==> src/rtl/panel_spi_pkg.sv <==
package panel_spi_pkg;
    localparam int FRAME_W   = 24;
    localparam int DATA_W    = 16;
    localparam int PAYLOAD_W = FRAME_W - 8;

    localparam logic [7:0] CODE_INDEX = 8'h74;
    localparam logic [7:0] CODE_WRITE = 8'h76;
    localparam logic [7:0] CODE_READ  = 8'h77;

    typedef enum logic [2:0] {
        E_IDLE, E_SETUP, E_LOW, E_HIGH, E_HOLD
    } eng_state_t;

    typedef enum logic [1:0] {
        T_IDLE, T_INDEX, T_DATA
    } acc_state_t;
endpackage

==> src/rtl/pspi_half_timer.sv <==
module pspi_half_timer #(
    parameter int HALF_CYC = 4
) (
    input  logic clk,
    input  logic rst,
    input  logic run,
    output logic tick
);
    localparam int CW = (HALF_CYC > 1) ? $clog2(HALF_CYC) : 1;
    localparam logic [CW-1:0] LAST = CW'(HALF_CYC - 1);

    logic [CW-1:0] cnt_d, cnt_q;

    always_comb begin
        tick  = run && (cnt_q == LAST);
        cnt_d = cnt_q;
        if (!run || tick) cnt_d = '0;
        else              cnt_d = cnt_q + 1'b1;
    end

    always_ff @(posedge clk) begin
        if (rst) cnt_q <= '0;
        else     cnt_q <= cnt_d;
    end

    generate
        if (HALF_CYC > 1) begin : g_spacing
            assert_tick_spacing_R3: assert property (@(posedge clk) disable iff (rst)
                tick |=> !tick);
        end
    endgenerate
endmodule

==> src/rtl/pspi_frame_engine.sv <==
module pspi_frame_engine
    import panel_spi_pkg::*;
#(
    parameter int HALF_CYC = 4
) (
    input  logic               clk,
    input  logic               rst,
    input  logic               start,
    input  logic [FRAME_W-1:0] frame,
    input  logic               spi_miso,
    output logic               spi_sel_n,
    output logic               spi_sclk,
    output logic               spi_mosi,
    output logic               frame_done,
    output logic [DATA_W-1:0]  rx_word
);
    localparam int BW = $clog2(FRAME_W);
    localparam logic [BW-1:0] LAST_BIT = BW'(FRAME_W - 1);

    typedef struct packed {
        eng_state_t         st;
        logic [FRAME_W-1:0] shift;
        logic [DATA_W-1:0]  rx;
        logic [BW-1:0]      bitn;
        logic               sel_n;
        logic               sclk;
        logic               mosi;
        logic               fdone;
    } eng_regs_t;

    eng_regs_t r_d, r_q;
    logic      tick;

    pspi_half_timer #(.HALF_CYC(HALF_CYC)) u_timer (
        .clk  (clk),
        .rst  (rst),
        .run  (r_q.st != E_IDLE),
        .tick (tick)
    );

    always_comb begin
        r_d       = r_q;
        r_d.fdone = 1'b0;
        unique case (r_q.st)
            E_IDLE: begin
                r_d.sel_n = 1'b1;
                r_d.sclk  = 1'b1;
                r_d.mosi  = 1'b1;
                if (start) begin
                    r_d.shift = frame;
                    r_d.bitn  = LAST_BIT;
                    r_d.sel_n = 1'b0;
                    r_d.st    = E_SETUP;
                end
            end
            E_SETUP: if (tick) begin
                r_d.sclk = 1'b0;
                r_d.mosi = r_q.shift[FRAME_W-1];
                r_d.st   = E_LOW;
            end
            E_LOW: if (tick) begin
                r_d.rx   = {r_q.rx[DATA_W-2:0], spi_miso};
                r_d.sclk = 1'b1;
                r_d.st   = E_HIGH;
            end
            E_HIGH: if (tick) begin
                if (r_q.bitn == '0) begin
                    r_d.sel_n = 1'b1;
                    r_d.st    = E_HOLD;
                end else begin
                    r_d.bitn  = r_q.bitn - 1'b1;
                    r_d.shift = {r_q.shift[FRAME_W-2:0], 1'b0};
                    r_d.sclk  = 1'b0;
                    r_d.mosi  = r_q.shift[FRAME_W-2];
                    r_d.st    = E_LOW;
                end
            end
            E_HOLD: if (tick) begin
                r_d.mosi  = 1'b1;
                r_d.fdone = 1'b1;
                r_d.st    = E_IDLE;
            end
            default: r_d.st = E_IDLE;
        endcase
    end

    always_ff @(posedge clk) begin
        if (rst) begin
            r_q.st    <= E_IDLE;
            r_q.shift <= '0;
            r_q.rx    <= '0;
            r_q.bitn  <= '0;
            r_q.sel_n <= 1'b1;
            r_q.sclk  <= 1'b1;
            r_q.mosi  <= 1'b1;
            r_q.fdone <= 1'b0;
        end else begin
            r_q <= r_d;
        end
    end

    assign spi_sel_n  = r_q.sel_n;
    assign spi_sclk   = r_q.sclk;
    assign spi_mosi   = r_q.mosi;
    assign frame_done = r_q.fdone;
    assign rx_word    = r_q.rx;

    // clock rests high whenever the panel is not selected
    assert_sclk_high_deselected_R2: assert property (@(posedge clk) disable iff (rst)
        spi_sel_n |-> spi_sclk);

    // data only moves during a low clock phase inside a frame
    assert_mosi_still_clk_high_R2: assert property (@(posedge clk) disable iff (rst)
        (!spi_sel_n && $past(!spi_sel_n) && spi_sclk && $past(spi_sclk)) |-> $stable(spi_mosi));

    // a frame only reports completion after select has been released
    assert_done_after_release_R3: assert property (@(posedge clk) disable iff (rst)
        frame_done |-> (spi_sel_n && $past(spi_sel_n)));
endmodule

==> src/rtl/panel_reg_spi_master.sv <==
module panel_reg_spi_master
    import panel_spi_pkg::*;
#(
    parameter int HALF_CYC = 4,
    parameter int IDX_W    = 8
) (
    input  logic             clk,
    input  logic             rst,
    input  logic             req_valid,
    input  logic             req_write,
    input  logic [IDX_W-1:0] req_index,
    input  logic [15:0]      req_wdata,
    output logic             busy,
    output logic             done,
    output logic [15:0]      rd_data,
    output logic             spi_sel_n,
    output logic             spi_sclk,
    output logic             spi_mosi,
    input  logic             spi_miso
);
    typedef struct packed {
        acc_state_t        st;
        logic              wr;
        logic [IDX_W-1:0]  idx;
        logic [DATA_W-1:0] wdata;
        logic [DATA_W-1:0] rd;
        logic              done;
    } acc_regs_t;

    acc_regs_t          a_d, a_q;
    logic               eng_start;
    logic [FRAME_W-1:0] eng_frame;
    logic               eng_done;
    logic [DATA_W-1:0]  eng_rx;

    always_comb begin
        a_d       = a_q;
        a_d.done  = 1'b0;
        eng_start = 1'b0;
        eng_frame = '0;
        unique case (a_q.st)
            T_IDLE: if (req_valid) begin
                a_d.wr    = req_write;
                a_d.idx   = req_index;
                a_d.wdata = req_wdata;
                a_d.st    = T_INDEX;
                eng_start = 1'b1;
                eng_frame = {CODE_INDEX, PAYLOAD_W'(req_index)};
            end
            T_INDEX: if (eng_done) begin
                eng_start = 1'b1;
                eng_frame = a_q.wr ? {CODE_WRITE, PAYLOAD_W'(a_q.wdata)}
                                   : {CODE_READ, {PAYLOAD_W{1'b0}}};
                a_d.st    = T_DATA;
            end
            T_DATA: if (eng_done) begin
                if (!a_q.wr) a_d.rd = eng_rx;
                a_d.done = 1'b1;
                a_d.st   = T_IDLE;
            end
            default: a_d.st = T_IDLE;
        endcase
    end

    always_ff @(posedge clk) begin
        if (rst) begin
            a_q.st    <= T_IDLE;
            a_q.wr    <= 1'b0;
            a_q.idx   <= '0;
            a_q.wdata <= '0;
            a_q.rd    <= '0;
            a_q.done  <= 1'b0;
        end else begin
            a_q <= a_d;
        end
    end

    pspi_frame_engine #(.HALF_CYC(HALF_CYC)) u_engine (
        .clk        (clk),
        .rst        (rst),
        .start      (eng_start),
        .frame      (eng_frame),
        .spi_miso   (spi_miso),
        .spi_sel_n  (spi_sel_n),
        .spi_sclk   (spi_sclk),
        .spi_mosi   (spi_mosi),
        .frame_done (eng_done),
        .rx_word    (eng_rx)
    );

    assign busy    = (a_q.st != T_IDLE);
    assign done    = a_q.done;
    assign rd_data = a_q.rd;

    // completion is flagged for one cycle only
    assert_done_single_R8: assert property (@(posedge clk) disable iff (rst)
        done |=> !done);

    // completion and busy never overlap
    assert_done_not_busy_R6: assert property (@(posedge clk) disable iff (rst)
        done |-> !busy);

    // latched request fields are frozen for the whole access
    assert_fields_frozen_R7: assert property (@(posedge clk) disable iff (rst)
        (busy && $past(busy)) |-> ($stable(a_q.idx) && $stable(a_q.wr) && $stable(a_q.wdata)));

    // a write completion leaves the read result untouched
    assert_write_keeps_rd_R8: assert property (@(posedge clk) disable iff (rst)
        (done && a_q.wr) |-> $stable(rd_data));
endmodule

==> config.mk <==
export PLATFORM = sky130hd
export DESIGN_NAME = panel_reg_spi_master
export DESIGN_NICKNAME = d
export VERILOG_FILES = /design/src/rtl/panel_spi_pkg.sv /design/src/rtl/pspi_half_timer.sv /design/src/rtl/pspi_frame_engine.sv /design/src/rtl/panel_reg_spi_master.sv
export SDC_FILE = /design/constraint.sdc
export NUM_CORES = 1
export LEC_CHECK = 0
export BUFFER_PORTS_ARGS = -buffer_cell sky130_fd_sc_hd__buf_2
export CAP_MARGIN = 40
export CORE_MARGIN = 10
export CORE_UTILIZATION = 25
export CTS_CLUSTER_DIAMETER = 80
export CTS_CLUSTER_SIZE = 14
export DETAILED_ROUTE_END_ITERATION = 8
export SYNTH_ARGS = -nofsm -noshare
export SYNTH_HDL_FRONTEND = slang
export SYNTH_SLANG_ARGS = --single-unit
export TNS_END_PERCENT = 1
==> constraint.sdc <==
create_clock -name clk -period 2.6 [get_ports clk]
set_input_delay 0.52 -clock clk [delete_from_list [all_inputs] [get_ports clk]]
set_output_delay 0.52 -clock clk [all_outputs]
set_load 0.02 [all_outputs]
# After elaboration in Yosys (flattened, before gate mapping)
# Cells that the tools add are included.
# Widths: inputs -> output; s select.
# op_classes
bitwise_logic	3
n_reduce_logical	23
addsub	2
eq_ne	17
n_mux	32
# ops
op	n
$pmux 24 s2	2
$mux 27	3
$mux 23	2
$mux 24	1
$mux 17	1
$pmux 3 s5	1
$reduce_and 5->1	3
$ne 2x1->1 const B	7
$mux 3	4
$pmux 6 s2	1
$mux 2	5
$reduce_and 3->1	3
$mux 8	1
$pmux 1 s4	2
$reduce_bool 4->1	2
$eq 3x2->1 const B	2
$mux 6	1
$ne 2x2->1 const B	3
$pmux 2 s3	1
$reduce_or 2->1	3
$logic_not 5->1	1
$mux 1	5
$mux 5	1
$sub 5x1->5 const B	1
other kinds (16)	21
# totals
output_inout_bits	21
register_bits	98

# Depth between registers and ports, before layout
# logic_depth
ltp_word	5
mapped_depth	9

# By module
# From an unflattened synthesis, not the netlist that was laid out.
# unflattened
hier_cells	477
area_unflattened_um2	4346.7
# by_module_without_submodules
mod	instances	cells_each	area_each_um2	seq_area_each_um2
pspi_frame_engine	1	275	2353.5	1041.0
panel_reg_spi_master	1	196	1906.8	720.7
pspi_half_timer	1	6	86.3	40.0

# Worst setup path before layout
# Ideal clock, no wire load.
# synth_timing
path_kind	flip-flop to flip-flop
startpoint	register u_engine.r_q[4] (netlist name)
endpoint	register u_engine.r_q[45] (netlist name)
slack_ns	0.787
path_stages_with_launch	8
t_required_ns	2.481
t_arrival_ns	1.694
path_buffers	1
cell_sequence	dfxtp_1 inv_1 ha_1 nor4b_4 o22a_2 nor2_4 buf_6 o221a_2
# synth_between
elab_chain_cells	3
# synth_rtl
item	line	source
from (decl)	pspi_frame_engine.sv:31	eng_regs_t r_d, r_q;
from (signal assigned)	pspi_frame_engine.sv:98	r_q <= r_d;
$logic_not 5->1	pspi_frame_engine.sv:67	if (r_q.bitn == '0) begin
$ne 2x2->1 (no line)	--	
$reduce_and 4->1 (no line)	--	
# Every way passes these cells.
# A chain may end at the register's enable or synchronous reset.

# Worst setup path after layout
# layout_timing
startpoint	register u_engine.r_q[50] (netlist name)
endpoint	register u_engine.r_q[42] (netlist name)
# layout_between
elab_chain_cells	4
# layout_rtl
item	line	source
$reduce_bool 3->1	pspi_frame_engine.sv:37	.run (r_q.st != E_IDLE),
$logic_and 1x1->1	pspi_half_timer.sv:15	tick = run && (cnt_q == LAST);
$ne 2x1->1 (no line)	--	
$reduce_and 4->1 (no line)	--	
# Several ways; a longest one is shown, not always the timed one.

==> results by group <==
Critical path
  • Max stage delay cell, worst path: dfxtp_1
  • Crit path DAT: 2.26 ns
  • Crit path largest cell delay: 0.68 ns
  • Crit path max-delay family: simple AND/OR/NAND/NOR gates
  • CP Cell Sequence: nand3_1 -> o22a_2 -> nor2_4 -> a311oi_2
  • Worst path required time: 2.79 ns
  • R2R setup slack: 0.52 ns
  • Worst setup SP type: flip-flop
  • Buf/Inv on CP: 0
  • Crit Path Max Fanout: 21
  • Crit. End Element: flip-flop
  • Critical path class: flip-flop to flip-flop

Power
  • P_leak: 0.001581 uW
  • Pwr Total: 3133 uW
  • PD cells: 693.7 nW/um2
  • Worst vdd ir: 299.9 uV

GRT
  • Gr ovfl total: 0
  • Vias in the first global route: 3261
  • Initial antenna violation count: 0
  • Largest net degree at the start of global routing: 44
  • GRT Total Usage: 0.08608
  • First-pass GRT wire length: 15.38 mm

Floorplan
  • Die height: 145.5 um
  • Die area: 21180 um2
  • Rows: 45
  • Top Ports: 50
  • Die width: 145.5 um
  • Core area: 15310 um2
  • Initial Utilization: 0.2572

Clocking
  • Max clock buf depth: 2
  • CTS Buf Count: 9
  • Clock Latency Late Sink: 0.35 ns
  • Cts-stage hold buffer count: 0
  • CTS resizes: 0
  • Clock transition at path regs: 0.07 ns
  • Post-CTS setup buffers: 0
  • Clock sinks: 90
  • Htree depth: 3
  • TritonCTS clock tree: built
  • Root Driver: clkbuf_16

Synthesis
  • Async set-reset flop share out of synthesis: 0
  • Top FF cell, synth: dfxtp_1
  • Cell taking the most area after synthesis: dfxtp_1
  • Mapped Cells: 473
  • Count of different cell masters after synthesis: 48
  • Largest family of logic cells by synthesized area: simple AND/OR/NAND/NOR gates
  • Xor and xnor fraction of the mapped netlist area: 0.002224
  • Synth Register Bits: 90
  • Top cell type's share of synthesized area: 0.4574
  • Syn_nets: 504
  • Post-Syn Area: 3939 um2
  • Adder-Cell Fraction of Synth Area: 0.006353
  • Post-synthesis mux area share: 0.008577
  • Synth Warn #: 0
  • Synth Area in Compound Gates: 0.2160
  • Area share of and/or/nand/nor cells after synthesis: 0.2211
  • Area contributors post-synth: dfxtp_1, nand2_1, a21oi_1, buf_4, a311oi_2
  • Post-synth EDFFs: 0
  • Seq/Total Area, Yosys: 0.4574
  • Syn Area/Cell: 8.327 um2

Layout
  • Syn-to-layout area delta: 14.68%
  • Commonest cells after routing, fill and taps aside: nand2_1, dfxtp_1, a21oi_1
  • Layout Cells excl Fill: 702
  • Final #Nets: 517
  • Proportion of layout cells with a drive suffix above 1: 0.1955
  • Most common cell after layout, fill and taps aside: nand2_1
  • Fillers: 1658
  • Antenna cell count: 0

Place
  • GP Congestion: 0.7888
  • Pre-CTS WS: 0.5411 ns
  • IO buf count: 49
  • Dpl cells: 686
  • Post-DP HPWL: 6.413 mm

Hold path
  • Hold Path Class: input port to flip-flop

Run status
  • Status: complete, no violations

Routing
  • Wirelength per Cell: 12.95 um
  • Via count: 3220
  • Vias per cell: 4.587
  • Remaining antenna violation count after routing: 0
  • Drt first pass iters: 6
  • Starting DRT DRC Count: 206
  • Detailed Route WL: 9.090 mm
  • # DRC: 0

STA
  • Worst slew pin tran: 0.7000 ns
  • Pins Over Slew Limit: 0
  • Setup Skew: 0.01068 ns
  • Setup TNS: 0 ns
  • Max Freq: 481.8 MHz
  • Slew headroom: 0.5333
  • Fin crit period: 2.076 ns
  • Final setup viols: 0
  • Final Hold Fails: 0
  • Slack of the critical path: 0.5243 ns
  • RSZ-0062 raised after global routing: false
  • Final period util: 0.7983

Job
  • Max cap viols: 0
-- layout make-up --
cell class	instances	area [um2]	share of cell area
clock buffer	10	239.0	0.05291
clock inverter	6	95.09	0.02105
inverter	8	30.03	0.006648
multi-input combinational	321	1789	0.3961
sequential	90	1802	0.3989
tap	211	264.0	0.05845
timing repair buffer	56	297.8	0.06593
-- tightest hold or removal path, delay by kind of cell --
| family | cells | cell delay, ns |
|---|---|---|
| AO/OA/AOI/OAI | 1 | 0.05 |
| buffers and inverters | 1 | 0.10 |
| AND/OR/NAND/NOR | 1 | 0.04 |
-- path summary, 6_finish.rpt --
path                             startpoint                   endpoint  cells past startpoint
setup / recovery           u_engine.r_q[50]           u_engine.r_q[42]                      4
hold / removal                 req_wdata[7]                    a_q[24]                      3
setup reg to reg           u_engine.r_q[50]           u_engine.r_q[42]                      4
hold reg to reg   u_engine.u_timer.cnt_q[0]  u_engine.u_timer.cnt_q[0]                      1
-- through the flow --
step | util | cell area (um2) | hold slack, ns
after detailed placement | 0.2731 | 4183 | 0.4227
after global placement | 0.2731 | 4183 | 0.4142
after floorplan | - | 3939 | 0.4072
final | 0.2949 | 4517 | 0.4078
after CTS | 0.2949 | 4517 | 0.3938
after global routing | 0.2949 | 4517 | 0.3988
-- cell families after synthesis --
logic type	Yosys count
muxes	3
adders and majority gates	2
xor gates and xnor gates	1
AOI/OAI and AO/OA	125
and+or+nand+nor	190
DFF	90
buffers and inverters	62
-- synth_stat cells, types with 2 or more instances --
| cell | count |
|---|---|
| nand2_1 | 133 |
| dfxtp_1 | 90 |
| a21oi_1 | 74 |
| clkbuf_1 | 21 |
| buf_4 | 17 |
| nor2_1 | 13 |
| buf_2 | 10 |
| nand3_1 | 10 |
| a22o_1 | 8 |
| a311oi_1 | 8 |
| a311oi_2 | 8 |
| inv_1 | 8 |
| nor3_1 | 7 |
| o21ai_0 | 7 |
| buf_6 | 5 |
| nand2b_1 | 4 |
| o221a_2 | 4 |
| a211oi_1 | 3 |
| a31oi_1 | 3 |
| nand3b_1 | 3 |
| nor4_1 | 3 |
| o311ai_0 | 3 |
| ha_1 | 2 |
| mux2i_1 | 2 |
| nor3b_2 | 2 |
| nor4b_1 | 2 |
| or3_1 | 2 |
-- metal layers --
| metal | GRT usage | vias up | share of wire |
|---|---|---|---|
| met5 | 0 | - | 0 |
| met4 | 0.04247 | 0 | 0.020 |
| met3 | 0.02515 | 11 | 0.038 |
| met2 | 0.1383 | 66 | 0.47 |
| met1 | 0.1027 | 1503 | 0.47 |
| li1 | - | 1640 | - |
-- flip-flops by register name, summed over array words and instances (netlist names), 2 cells and up --
name,cells
a_q,19
rd_data,16
u_engine.r_q,32
u_engine.rx_word,16
u_engine.u_timer.cnt_q,2
-- power by group --
part | switching [uW] | total, uW | internal (uW) | leakage [uW]
sequential | 35.6 | 1470 | 1430 | 0.000733
clock | 558 | 1440 | 878 | 0.000164
combinational | 131 | 230 | 98.5 | 0.000684
total | 725 | 3130 | 2410 | 0.00158
Power figures use the tool's default switching activity.
